$ cat src/rtl/pwbs_pkg.sv
// Shared widths, size codes and the FIFO entry layout for the burst splitter.
package pwbs_pkg;
    localparam int unsigned PW_ADDR_W = 32;
    localparam int unsigned PW_DATA_W = 64;
    localparam int unsigned PW_BE_W   = PW_DATA_W / 8;

    // System-bus transaction size codes; the bus decodes these values.
    typedef enum logic [2:0] {
        SZ_ONE_QW   = 3'b000,
        SZ_TWO_QW   = 3'b001,
        SZ_SINGLE64 = 3'b100,
        SZ_SINGLE32 = 3'b101
    } pw_size_e;

    // One buffered quad-word with its resolved byte address.
    typedef struct packed {
        logic [PW_ADDR_W-1:0] addr;
        logic [PW_DATA_W-1:0] data;
        logic [PW_BE_W-1:0]   be_n;
        logic                 last;
    } pw_qw_t;
endpackage

$ cat src/rtl/pw_in_stage.sv
// Input stage: resolves each beat's quad-word address from the burst start
// plus a running offset, drops configuration beats, and applies FIFO
// backpressure. Assumes in_first marks the opening beat of every burst.
module pw_in_stage
    import pwbs_pkg::*;
(
    input  logic                 clk,
    input  logic                 rst_n,
    input  logic                 in_valid,
    input  logic                 in_first,
    input  logic                 in_last,
    input  logic                 in_cfg,
    input  logic [PW_ADDR_W-1:0] in_addr,
    input  logic [PW_DATA_W-1:0] in_data,
    input  logic [PW_BE_W-1:0]   in_be_n,
    input  logic                 fifo_full,
    output logic                 in_ready,
    output logic                 push,
    output pw_qw_t               push_qw
);
    localparam int unsigned OFS_W = $clog2(PW_BE_W);

    logic [PW_ADDR_W-1:0] next_addr;
    logic [PW_ADDR_W-1:0] beat_addr;

    // Configuration beats always drain; data beats wait for FIFO room.
    always_comb begin
        in_ready  = in_cfg | ~fifo_full;
        push      = in_valid & ~in_cfg & ~fifo_full;
        beat_addr = in_first ? {in_addr[PW_ADDR_W-1:OFS_W], {OFS_W{1'b0}}} : next_addr;
        push_qw.addr = beat_addr;
        push_qw.data = in_data;
        push_qw.be_n = in_be_n;
        push_qw.last = in_last;
    end

    // Running address of the next quad-word in the current burst.
    always_ff @(posedge clk) begin
        if (!rst_n) begin
            next_addr <= '0;
        end else if (push) begin
            next_addr <= beat_addr + PW_ADDR_W'(PW_BE_W);
        end
    end
endmodule

$ cat src/rtl/pw_qw_fifo.sv
// Quad-word write FIFO with a two-entry look-ahead and a pop of one or two
// entries per cycle. Assumes DEPTH is a power of two and at least 2, and
// that the consumer never pops more entries than cnt reports.
module pw_qw_fifo
    import pwbs_pkg::*;
#(
    parameter int unsigned DEPTH = 2,
    localparam int unsigned PTR_W = (DEPTH > 1) ? $clog2(DEPTH) : 1,
    localparam int unsigned CNT_W = $clog2(DEPTH + 1)
) (
    input  logic             clk,
    input  logic             rst_n,
    input  logic             push,
    input  pw_qw_t           wr_qw,
    input  logic [CNT_W-1:0] pop_n,
    output logic [CNT_W-1:0] cnt,
    output logic             full,
    output pw_qw_t           head0,
    output pw_qw_t           head1
);
    pw_qw_t             mem [DEPTH];
    logic [PTR_W-1:0]   wr_ptr;
    logic [PTR_W-1:0]   rd_ptr;
    logic [PTR_W-1:0]   rd_ptr_nx;

    // Entry storage, one write-enabled register per slot.
    for (genvar g = 0; g < DEPTH; g++) begin : g_slot
        always_ff @(posedge clk) begin
            if (!rst_n) begin
                mem[g] <= '0;
            end else if (push && wr_ptr == PTR_W'(g)) begin
                mem[g] <= wr_qw;
            end
        end
    end

    // Look-ahead ports and the full flag.
    always_comb begin
        rd_ptr_nx = PTR_W'(rd_ptr + 1'b1);
        head0     = mem[rd_ptr];
        head1     = mem[rd_ptr_nx];
        full      = (cnt == CNT_W'(DEPTH));
    end

    // Pointer and occupancy update.
    always_ff @(posedge clk) begin
        if (!rst_n) begin
            wr_ptr <= '0;
            rd_ptr <= '0;
            cnt    <= '0;
        end else begin
            if (push) wr_ptr <= PTR_W'(wr_ptr + 1'b1);
            rd_ptr <= PTR_W'(rd_ptr + PTR_W'(pop_n));
            cnt    <= cnt + CNT_W'(push) - pop_n;
        end
    end
endmodule

$ cat src/rtl/pw_planner.sv
// Packet planner and beat sequencer. In idle it inspects the FIFO head:
// all-disabled quad-words are dropped, an aligned full quad-word waits for
// its partner unless it closes its burst, and otherwise one transaction is
// latched and its entries popped. While busy it steps a beat index on each
// ready handshake. Assumes tgt_narrow only changes while idle.
module pw_planner
    import pwbs_pkg::*;
#(
    parameter int unsigned CNT_W = 2,
    localparam int unsigned IDX_W = 2
) (
    input  logic                 clk,
    input  logic                 rst_n,
    input  logic                 tgt_narrow,
    input  logic [CNT_W-1:0]     cnt,
    input  pw_qw_t               head0,
    input  pw_qw_t               head1,
    input  logic                 out_ready,
    output logic [CNT_W-1:0]     pop_n,
    output logic                 busy,
    output pw_size_e             tx_size,
    output logic [PW_ADDR_W-1:0] tx_base,
    output logic [IDX_W-1:0]     cur,
    output logic [IDX_W-1:0]     last_idx,
    output logic [PW_DATA_W-1:0] tx_d0,
    output logic [PW_DATA_W-1:0] tx_d1,
    output logic [PW_BE_W-1:0]   tx_be0,
    output logic [PW_BE_W-1:0]   tx_be1
);
    localparam int unsigned PAIR_BIT = $clog2(2 * PW_BE_W) - 1;
    localparam int unsigned HBE      = PW_BE_W / 2;

    logic       h0_full, h0_none, have0, have1, pairable, hold_back;
    logic       do_drop, do_latch;
    pw_size_e   pick_size;
    logic [IDX_W-1:0] pick_start, pick_end;
    logic [CNT_W-1:0] pick_pop;

    // Decide what the head of the FIFO turns into.
    always_comb begin
        h0_full   = (head0.be_n == '0);
        h0_none   = &head0.be_n;
        have0     = (cnt != '0);
        have1     = (cnt >= CNT_W'(2));
        pairable  = h0_full & ~head0.addr[PAIR_BIT] & ~head0.last;
        hold_back = pairable & ~have1;
        do_drop   = ~busy & have0 & h0_none;
        do_latch  = ~busy & have0 & ~h0_none & ~hold_back;
        pick_start = '0;
        pick_end   = '0;
        pick_pop   = CNT_W'(1);
        pick_size  = SZ_ONE_QW;
        if (pairable && have1 && head1.be_n == '0) begin
            pick_size = SZ_TWO_QW;
            pick_pop  = CNT_W'(2);
            pick_end  = tgt_narrow ? IDX_W'(3) : IDX_W'(1);
        end else if (h0_full) begin
            pick_size = SZ_ONE_QW;
            pick_end  = tgt_narrow ? IDX_W'(1) : IDX_W'(0);
        end else if (!tgt_narrow) begin
            pick_size = SZ_SINGLE64;
        end else begin
            pick_size  = SZ_SINGLE32;
            pick_start = IDX_W'(&head0.be_n[HBE-1:0]);
            pick_end   = IDX_W'(~&head0.be_n[PW_BE_W-1:HBE]);
        end
        if (do_latch)     pop_n = pick_pop;
        else if (do_drop) pop_n = CNT_W'(1);
        else              pop_n = '0;
    end

    // Latch a transaction, then advance one beat per handshake.
    always_ff @(posedge clk) begin
        if (!rst_n) begin
            busy     <= 1'b0;
            cur      <= '0;
            last_idx <= '0;
            tx_size  <= SZ_ONE_QW;
            tx_base  <= '0;
            tx_d0    <= '0;
            tx_d1    <= '0;
            tx_be0   <= '0;
            tx_be1   <= '0;
        end else if (do_latch) begin
            busy     <= 1'b1;
            cur      <= pick_start;
            last_idx <= pick_end;
            tx_size  <= pick_size;
            tx_base  <= head0.addr;
            tx_d0    <= head0.data;
            tx_d1    <= head1.data;
            tx_be0   <= head0.be_n;
            tx_be1   <= head1.be_n;
        end else if (busy && out_ready) begin
            if (cur == last_idx) busy <= 1'b0;
            else                 cur  <= IDX_W'(cur + 1'b1);
        end
    end
endmodule

$ cat src/rtl/pw_lane_fmt.sv
// Beat formatter: selects the quad-word and half for the current beat index
// and maps it onto the bus lanes. On a narrow target the upper lane is
// zeroed and its enables disabled; 32-bit singles offset the address by 4
// for the upper half.
module pw_lane_fmt
    import pwbs_pkg::*;
#(
    localparam int unsigned IDX_W = 2
) (
    input  logic                 tgt_narrow,
    input  pw_size_e             tx_size,
    input  logic [PW_ADDR_W-1:0] tx_base,
    input  logic [IDX_W-1:0]     cur,
    input  logic [IDX_W-1:0]     last_idx,
    input  logic [PW_DATA_W-1:0] tx_d0,
    input  logic [PW_DATA_W-1:0] tx_d1,
    input  logic [PW_BE_W-1:0]   tx_be0,
    input  logic [PW_BE_W-1:0]   tx_be1,
    output logic [PW_ADDR_W-1:0] out_addr,
    output logic [PW_DATA_W-1:0] out_data,
    output logic [PW_BE_W-1:0]   out_be_n,
    output logic                 out_last
);
    localparam int unsigned HDW = PW_DATA_W / 2;
    localparam int unsigned HBE = PW_BE_W / 2;

    logic                 qsel;
    logic                 upper;
    logic [PW_DATA_W-1:0] d;
    logic [PW_BE_W-1:0]   be;

    // Lane mapping for the current beat.
    always_comb begin
        qsel  = tgt_narrow ? cur[1] : cur[0];
        upper = cur[0];
        d     = qsel ? tx_d1 : tx_d0;
        be    = qsel ? tx_be1 : tx_be0;
        if (tgt_narrow) begin
            out_data = {{HDW{1'b0}}, upper ? d[PW_DATA_W-1:HDW] : d[HDW-1:0]};
            out_be_n = {{HBE{1'b1}}, upper ? be[PW_BE_W-1:HBE] : be[HBE-1:0]};
        end else begin
            out_data = d;
            out_be_n = be;
        end
        if (tx_size == SZ_SINGLE32) begin
            out_addr = tx_base + PW_ADDR_W'({upper, 2'b00});
            out_last = 1'b1;
        end else begin
            out_addr = tx_base;
            out_last = (cur == last_idx);
        end
    end
endmodule

$ cat src/rtl/pw_burst_splitter.sv
// Top level of the posted-write burst splitter: input stage, write FIFO,
// packet planner and lane formatter in a chain. The output handshake is a
// plain request/ready pair; the request and all fields come from registers.
module pw_burst_splitter
    import pwbs_pkg::*;
#(
    parameter int unsigned FIFO_DEPTH = 2,
    localparam int unsigned CNT_W = $clog2(FIFO_DEPTH + 1),
    localparam int unsigned IDX_W = 2
) (
    input  logic                 clk,
    input  logic                 rst_n,
    input  logic                 tgt_narrow,
    input  logic                 in_valid,
    output logic                 in_ready,
    input  logic                 in_first,
    input  logic                 in_last,
    input  logic                 in_cfg,
    input  logic [PW_ADDR_W-1:0] in_addr,
    input  logic [PW_DATA_W-1:0] in_data,
    input  logic [PW_BE_W-1:0]   in_be_n,
    output logic                 out_req,
    input  logic                 out_ready,
    output logic [PW_ADDR_W-1:0] out_addr,
    output logic [2:0]           out_size,
    output logic [PW_DATA_W-1:0] out_data,
    output logic [PW_BE_W-1:0]   out_be_n,
    output logic                 out_last
);
    logic             push, fifo_full;
    pw_qw_t           push_qw, head0, head1;
    logic [CNT_W-1:0] fifo_cnt, pop_n;
    pw_size_e         tx_size;
    logic [PW_ADDR_W-1:0] tx_base;
    logic [IDX_W-1:0] cur, last_idx;
    logic [PW_DATA_W-1:0] tx_d0, tx_d1;
    logic [PW_BE_W-1:0]   tx_be0, tx_be1;

    pw_in_stage u_in (
        .clk(clk), .rst_n(rst_n), .in_valid(in_valid), .in_first(in_first),
        .in_last(in_last), .in_cfg(in_cfg), .in_addr(in_addr), .in_data(in_data),
        .in_be_n(in_be_n), .fifo_full(fifo_full), .in_ready(in_ready),
        .push(push), .push_qw(push_qw)
    );

    pw_qw_fifo #(.DEPTH(FIFO_DEPTH)) u_fifo (
        .clk(clk), .rst_n(rst_n), .push(push), .wr_qw(push_qw), .pop_n(pop_n),
        .cnt(fifo_cnt), .full(fifo_full), .head0(head0), .head1(head1)
    );

    pw_planner #(.CNT_W(CNT_W)) u_plan (
        .clk(clk), .rst_n(rst_n), .tgt_narrow(tgt_narrow), .cnt(fifo_cnt),
        .head0(head0), .head1(head1), .out_ready(out_ready), .pop_n(pop_n),
        .busy(out_req), .tx_size(tx_size), .tx_base(tx_base), .cur(cur),
        .last_idx(last_idx), .tx_d0(tx_d0), .tx_d1(tx_d1), .tx_be0(tx_be0),
        .tx_be1(tx_be1)
    );

    pw_lane_fmt u_fmt (
        .tgt_narrow(tgt_narrow), .tx_size(tx_size), .tx_base(tx_base), .cur(cur),
        .last_idx(last_idx), .tx_d0(tx_d0), .tx_d1(tx_d1), .tx_be0(tx_be0),
        .tx_be1(tx_be1), .out_addr(out_addr), .out_data(out_data),
        .out_be_n(out_be_n), .out_last(out_last)
    );

    assign out_size = tx_size;
endmodule

$ cat config.mk
export PLATFORM = sky130hd
export DESIGN_NAME = pw_burst_splitter
export DESIGN_NICKNAME = d
export VERILOG_FILES = /design/src/rtl/pwbs_pkg.sv /design/src/rtl/pw_in_stage.sv /design/src/rtl/pw_qw_fifo.sv /design/src/rtl/pw_planner.sv /design/src/rtl/pw_lane_fmt.sv /design/src/rtl/pw_burst_splitter.sv
export SDC_FILE = /design/constraint.sdc
export NUM_CORES = 1
export LEC_CHECK = 0
export BUFFER_PORTS_ARGS = -buffer_cell sky130_fd_sc_hd__buf_2
export CORE_MARGIN = 2
export CORE_UTILIZATION = 30
export CTS_CLUSTER_DIAMETER = 60
export DETAILED_ROUTE_END_ITERATION = 10
export MAX_ROUTING_LAYER = met4
export SLEW_MARGIN = 20
export SYNTH_ARGS = -nofsm -noshare
export SYNTH_HDL_FRONTEND = slang
export SYNTH_SLANG_ARGS = --single-unit
$ cat constraint.sdc
create_clock -name clk -period 17.7 [get_ports clk]
set_input_delay 0 -clock clk [delete_from_list [all_inputs] [get_ports clk]]
set_output_delay 0 -clock clk [all_outputs]
set_load 0.05 [all_outputs]
After elaboration in Yosys (flattened, before gate mapping)
Memory sizes are Yosys's and may differ from the RTL's. A register that Yosys moved wholly into a read port is not among the register bits.
Cells that the tools add are included.
{ "totals": {"register_bits": 220, "mem_bits_rw": 210, "inputBits": 112, "out_inout_bits": 110, "mem_count": 1} }
{ "op_classes": {"addsub": 8, "magnitude_cmp": 1, "eq_ne": 4, "muxes": 40, "bitwise": 21, "reduce_logical": 16} }
{ "mem_list": {"columns": ["name", "depth", "word_bits", "read_ports", "rd_ports_with_merged_regs", "write_ports", "line_no", "rtl"], "rows": [
  ["u_fifo.mem", 2, 105, 2, 1, 2, "pw_qw_fifo.sv:21", "pw_qw_t mem [DEPTH];"]
]} }
{ "ops": {"columns": ["operator", "count"], "rows": [
  ["$mux 105", 2],
  ["$mux 64", 2],
  ["$mux 32", 3],
  ["$add 32x3->32", 1],
  ["$add 32x4->32 const B", 1],
  ["$mux 2", 10],
  ["$mux 1", 18],
  ["$logic_not 8->1", 2],
  ["$mux 8", 2],
  ["$and 1x1->1", 9],
  ["$not 1->1", 9],
  ["$reduce_and 4->1", 2],
  ["$reduce_and 8->1", 1],
  ["$mux 3", 2],
  ["$reduce_bool 2->1", 3],
  ["$logic_and 1x1->1", 5],
  ["$mux 4", 1],
  ["$reduce_and 2->1", 2],
  ["$eq 3x3->1 const B", 1],
  ["$or 1x1->1", 3],
  ["$add 1x1->1 const B", 2],
  ["$add 2x1->2", 1],
  ["$add 2x1->2 const B", 1],
  ["$eq 2x2->1", 1],
  ["other kinds (6)", 6]
]} }

Depth between registers and ports, before layout
{ "logic_depth": {"word_depth": 9, "depth_mapped": 13} }

By module
Synthesis repeated with hierarchy kept, for this count alone.
{ "hier_totals": {"cells_unflattened": 2297, "hier_area_um2": 23023.3} }
{ "modules_own_cells": {"columns": ["mod", "n_inst", "cells_per_inst", "area_per_inst_um2", "seq_area_each_um2"], "rows": [
  ["pw_qw_fifo", 1, 818, 10811.6, 6406.1],
  ["pw_planner", 1, 862, 7065.5, 3663.5],
  ["pw_in_stage", 1, 388, 3011.6, 640.6],
  ["pw_lane_fmt", 1, 229, 2134.5, 0.0]
]} }

Worst setup path before layout
OpenSTA, ideal clock, no wires.
{ "synth_path": {"path_kind": "reg2reg", "from": "register u_fifo.cnt[0]", "to": "memory u_fifo.mem[0][0] (netlist bit) (enable)", "setup_ns": 0.714, "arrival_time_ns": 8.654, "required_ns": 16.986, "slack_ns": 8.332, "stages_incl_launch_ff": 8, "path_buffers": 3, "synth_period_minus_slack_ns": 9.368, "cell_sequence": "dfxtp_1 -> nand2b_1 -> and3b_1 -> buf_2 -> inv_1 -> buf_2 -> buf_1 -> o21ai_0"} }
{ "synth_rtl": {"columns": ["item", "line_no", "rtl"], "rows": [
  ["start, declared", "pw_qw_fifo.sv:16", "output logic [CNT_W-1:0] cnt,"],
  ["start signal, assigned", "pw_qw_fifo.sv:54", "cnt <= cnt + CNT_W'(push) - pop_n;"],
  ["end, declared", "pw_qw_fifo.sv:21", null]
]} }

==> impl_metrics.env <==
export IMPL_hold_path_class="primary input to flop"
export IMPL_async_reset_ff_share_pct=0
export IMPL_ys_seq_area_share_pct=49.9
export IMPL_swShare_pct=41.3
export IMPL_dp_slack_ns=13.24
export IMPL_powerDensity_mw_per_mm2=168
export IMPL_slew_violations=0
export IMPL_design_core_area_sq_mm=0.0712
export IMPL_p_int_mw=2.58
export IMPL_fp_dieH_um=272
export IMPL_clk_latency_ns=0.60
export IMPL_startpoint_type="flop"
export IMPL_syn_area_sq_mm=0.0215
export IMPL_critical_path_max_stage_delay_ns=0.95
export IMPL_fin_crit_sh_pct=25.6
export IMPL_fin_util_pct=36.7
export IMPL_period_needed_ns=4.53
export IMPL_tns_ns=0
export IMPL_worst_pin_slew_ns=1.10
export IMPL_rsz0062_at_grt="false"
export IMPL_clk_pin_slew_worst_paths_ns=0.06
export IMPL_synthTopCellsByCount="dfxtp_1 (220), edfxtp_1 (210), a31oi_1 (185)"
export IMPL_worst_clock_skew_ns=0.0263
export IMPL_leakagePower_nw=9.45
export IMPL_worstPathArrival_ns=5.02
export IMPL_dp_hpwl_um=39200
export IMPL_cts_buffers=53
export IMPL_fin_cells=3184
export IMPL_pwr_share_clk_pct=25.5
export IMPL_synth_area_leaders="edfxtp_1 (29%), dfxtp_1 (21%), mux2i_1 (7.1%)"
export IMPL_synth_top_area_cell="edfxtp_1"
export IMPL_drcViolationCount=0
export IMPL_critical_path_cell_chain="buf_4 > nand2b_1 > nor2_1 > o22ai_4 > buf_4 > buf_4 > a31oi_1 > a311oi_1"
export IMPL_gp_congestion=0.808
export IMPL_synth_top_area_share_pct=29.4
export IMPL_io_pins=222
export IMPL_antenna_found_initial=9
export IMPL_syn_num_nets=2094
export IMPL_ctsRootBufferMaster="clkbuf_16"
export IMPL_via_count=17500
export IMPL_critical_path_class="flop to flop"
export IMPL_ys_ff_latch=430
export IMPL_pwr_share_comb_pct=40.1
export IMPL_yosysUniqueCellTypes=69
export IMPL_start_util_pct=30.1
export IMPL_slew_headroom_pct=26.7
export IMPL_cts_setup_buffers=0
export IMPL_clock_sinks=430
export IMPL_grt_overflow=0
export IMPL_ctsResizeCount=0
export IMPL_rrSetupSlack_ns=13.17
export IMPL_io_buffer_count=217
export IMPL_grtUsageTotal_pct=18.3
export IMPL_synth_most_common_cell="dfxtp_1"
export IMPL_cap_viol_max_count=0
export IMPL_fillers=6926
export IMPL_fp_row_count=98
export IMPL_synth_ff_type="dfxtp_1"
export IMPL_finalSetupViolCount=0
export IMPL_timing_fmax_mhz=221
export IMPL_drt_pass1_iter_count=5
export IMPL_netlist_instances=1977
export IMPL_end_kind="flop"
export IMPL_finalNetCount=2299
export IMPL_syn2layout_area_growth_pct=21.7
export IMPL_clockBufferDepth=3
export IMPL_die_width_um=272
export IMPL_cp_common_cell="buf_4"
export IMPL_htree_levels=2
export IMPL_drive_gt1_share_pct=22.3
export IMPL_grt_max_degree=120
export IMPL_ys_warn_count=0
export IMPL_ir_drop_mv=0.0981
export IMPL_status="completed"
export IMPL_dp_cells=2969
export IMPL_grt_pass1_vias=17400
export IMPL_drtIter0Drc=1435
export IMPL_crit_fanout=93
export IMPL_grt_pass1_wl_um=103000
export IMPL_avgSynthCellArea_sq_um=10.9
export IMPL_hold_viol=0
export IMPL_p_seq_share_pct=34.5
export IMPL_wirelength_um=67600
export IMPL_ctsHoldBuffers=107
export IMPL_crit_required_ns=18.20
export IMPL_die_area_sq_mm=0.0737
export IMPL_synth_edf_count=210
export IMPL_viasPerCell=5.50
export IMPL_p_sw_mw=1.82
export IMPL_ant_nets=0
export IMPL_wl_per_cell_um=21.2
export IMPL_cts_tree="yes"
export IMPL_crit_slowest_cell="buf_4"
export IMPL_timing_final_ws_setup_ns=13.17
[power by group through the flow]
stage               clock network, mW  logic [mW]  registers [mW]
floorplan                           0        1.38            1.43
global placement                    0        1.71            1.52
detailed placement                  0        1.73            1.53
CTS                              1.14        1.76            1.51
global route                     1.18        1.88            1.55
finish                           1.12        1.76            1.52
[sequential cells by signal, indices dropped and copies added, names as in the netlist, named ones only]
register,cells
u_plan.tx_d0,64
u_in.next_addr,32
u_plan.busy,1
u_fifo.rd_ptr,1
u_plan.tx_base,32
u_fifo.cnt,2
u_plan.tx_size,2
u_plan.tx_d1,64
u_plan.tx_be0,8
u_plan.tx_be1,8
u_fifo.wr_ptr,1
u_plan.cur,2
u_plan.last_idx,2
u_fifo.mem,210
[worst max-delay path, delay by kind of cell (launching register included)]
kind                   cells  cell delay (ns)
AND/OR/NAND/NOR            2             0.33
buffers and inverters      3             2.56
AO/OA/AOI/OAI              3             0.65
flip-flops                 1             0.74
[metrics by stage]
step | hold slack [ns] | power (mW) | cell area (sq um)
final | 0.0694 | 4.40 | 26100
after global routing | 0.0700 | 4.61 | 26100
after CTS | 0.0248 | 4.41 | 26100
after detailed placement | 0.292 | 3.26 | 23200
after global placement | 0.285 | 3.22 | 23200
after floorplan | 0.190 | 2.80 | 21500
[logic make-up (layout without fill, tap and decap cells)]
| logic type | after synthesis | count (layout) | share of synthesized area, % |
|---|---|---|---|
| adder cells (fa/ha/maj) | 5 | 5 | 0.291 |
| other | 1 | 10 | 0.0175 |
| AND/OR/NAND/NOR | 638 | 638 | 16.4 |
| AO/OA/AOI/OAI | 365 | 365 | 11.8 |
| multiplexers | 283 | 283 | 15.8 |
| XOR/XNOR | 37 | 37 | 1.51 |
| flip-flops | 430 | 430 | 49.9 |
| buffers and inverters | 218 | 466 | 4.31 |
[cell usage in the layout, fill, tap and decap left out, types with 6 or more instances in the layout]
| cell | netlist | routed |
|---|---|---|
| nand3_1 | 59 | 59 |
| inv_1 | 9 | 9 |
| xnor2_1 | 30 | 30 |
| diode_2 | 0 | 9 |
| mux4_2 | 36 | 36 |
| mux2i_1 | 153 | 152 |
| edfxtp_1 | 210 | 210 |
| nor2_1 | 118 | 117 |
| a211oi_1 | 87 | 87 |
| nand4b_1 | 6 | 6 |
| nor4_1 | 94 | 94 |
| inv_6 | 0 | 6 |
| and2_1 | 159 | 158 |
| clkbuf_16 | 0 | 55 |
| xor2_1 | 7 | 7 |
| a31oi_1 | 185 | 185 |
| mux2_2 | 94 | 94 |
| o211ai_1 | 11 | 11 |
| buf_2 | 45 | 217 |
| and3_1 | 13 | 12 |
| clkbuf_1 | 145 | 12 |
| dfxtp_1 | 220 | 216 |
| dlygate4sd3_1 | 0 | 107 |
| o21ai_0 | 16 | 15 |
| clkbuf_8 | 0 | 7 |
| o31ai_1 | 9 | 9 |
| nand4_1 | 18 | 18 |
| nor3_1 | 95 | 95 |
| o311ai_0 | 11 | 11 |
| nand2_1 | 40 | 39 |
| a21oi_1 | 16 | 16 |
| buf_4 | 3 | 31 |
[final timing paths]
check                                         to  depth (start not counted)                            from
setup / recovery   u_plan.tx_be0[4]$_SDFFE_PN0N_                          8                            flop
hold / removal          u_fifo.cnt[1]$_SDFF_PN0_                          4                           rst_n
setup reg to reg   u_plan.tx_be0[4]$_SDFFE_PN0N_                          8                            flop
hold reg to reg   u_in.next_addr[4]$_SDFFE_PN0P_                          2  u_in.next_addr[4]$_SDFFE_PN0P_
[area by class of cell]
cell class | count | area [sq um] | area share, %
Sequential cell | 430 | 10700 | 41.0
Multi-Input combinational cell | 1329 | 9920 | 37.9
Timing Repair Buffer | 357 | 2420 | 9.27
Clock buffer | 74 | 1520 | 5.81
Tap cell | 950 | 1190 | 4.55
Clock inverter | 24 | 288 | 1.10
Inverter | 11 | 51.3 | 0.196
Antenna cell | 9 | 22.5 | 0.0862
[layer usage]
metal  global-route usage (%)  part of all wire [%]
met4                     5.75                   2.5
met5                        -                     0
met1                     23.7                    43
met3                     3.24                   7.0
met2                     29.2                    47
Note: power is estimated with default switching activity, not from simulation.
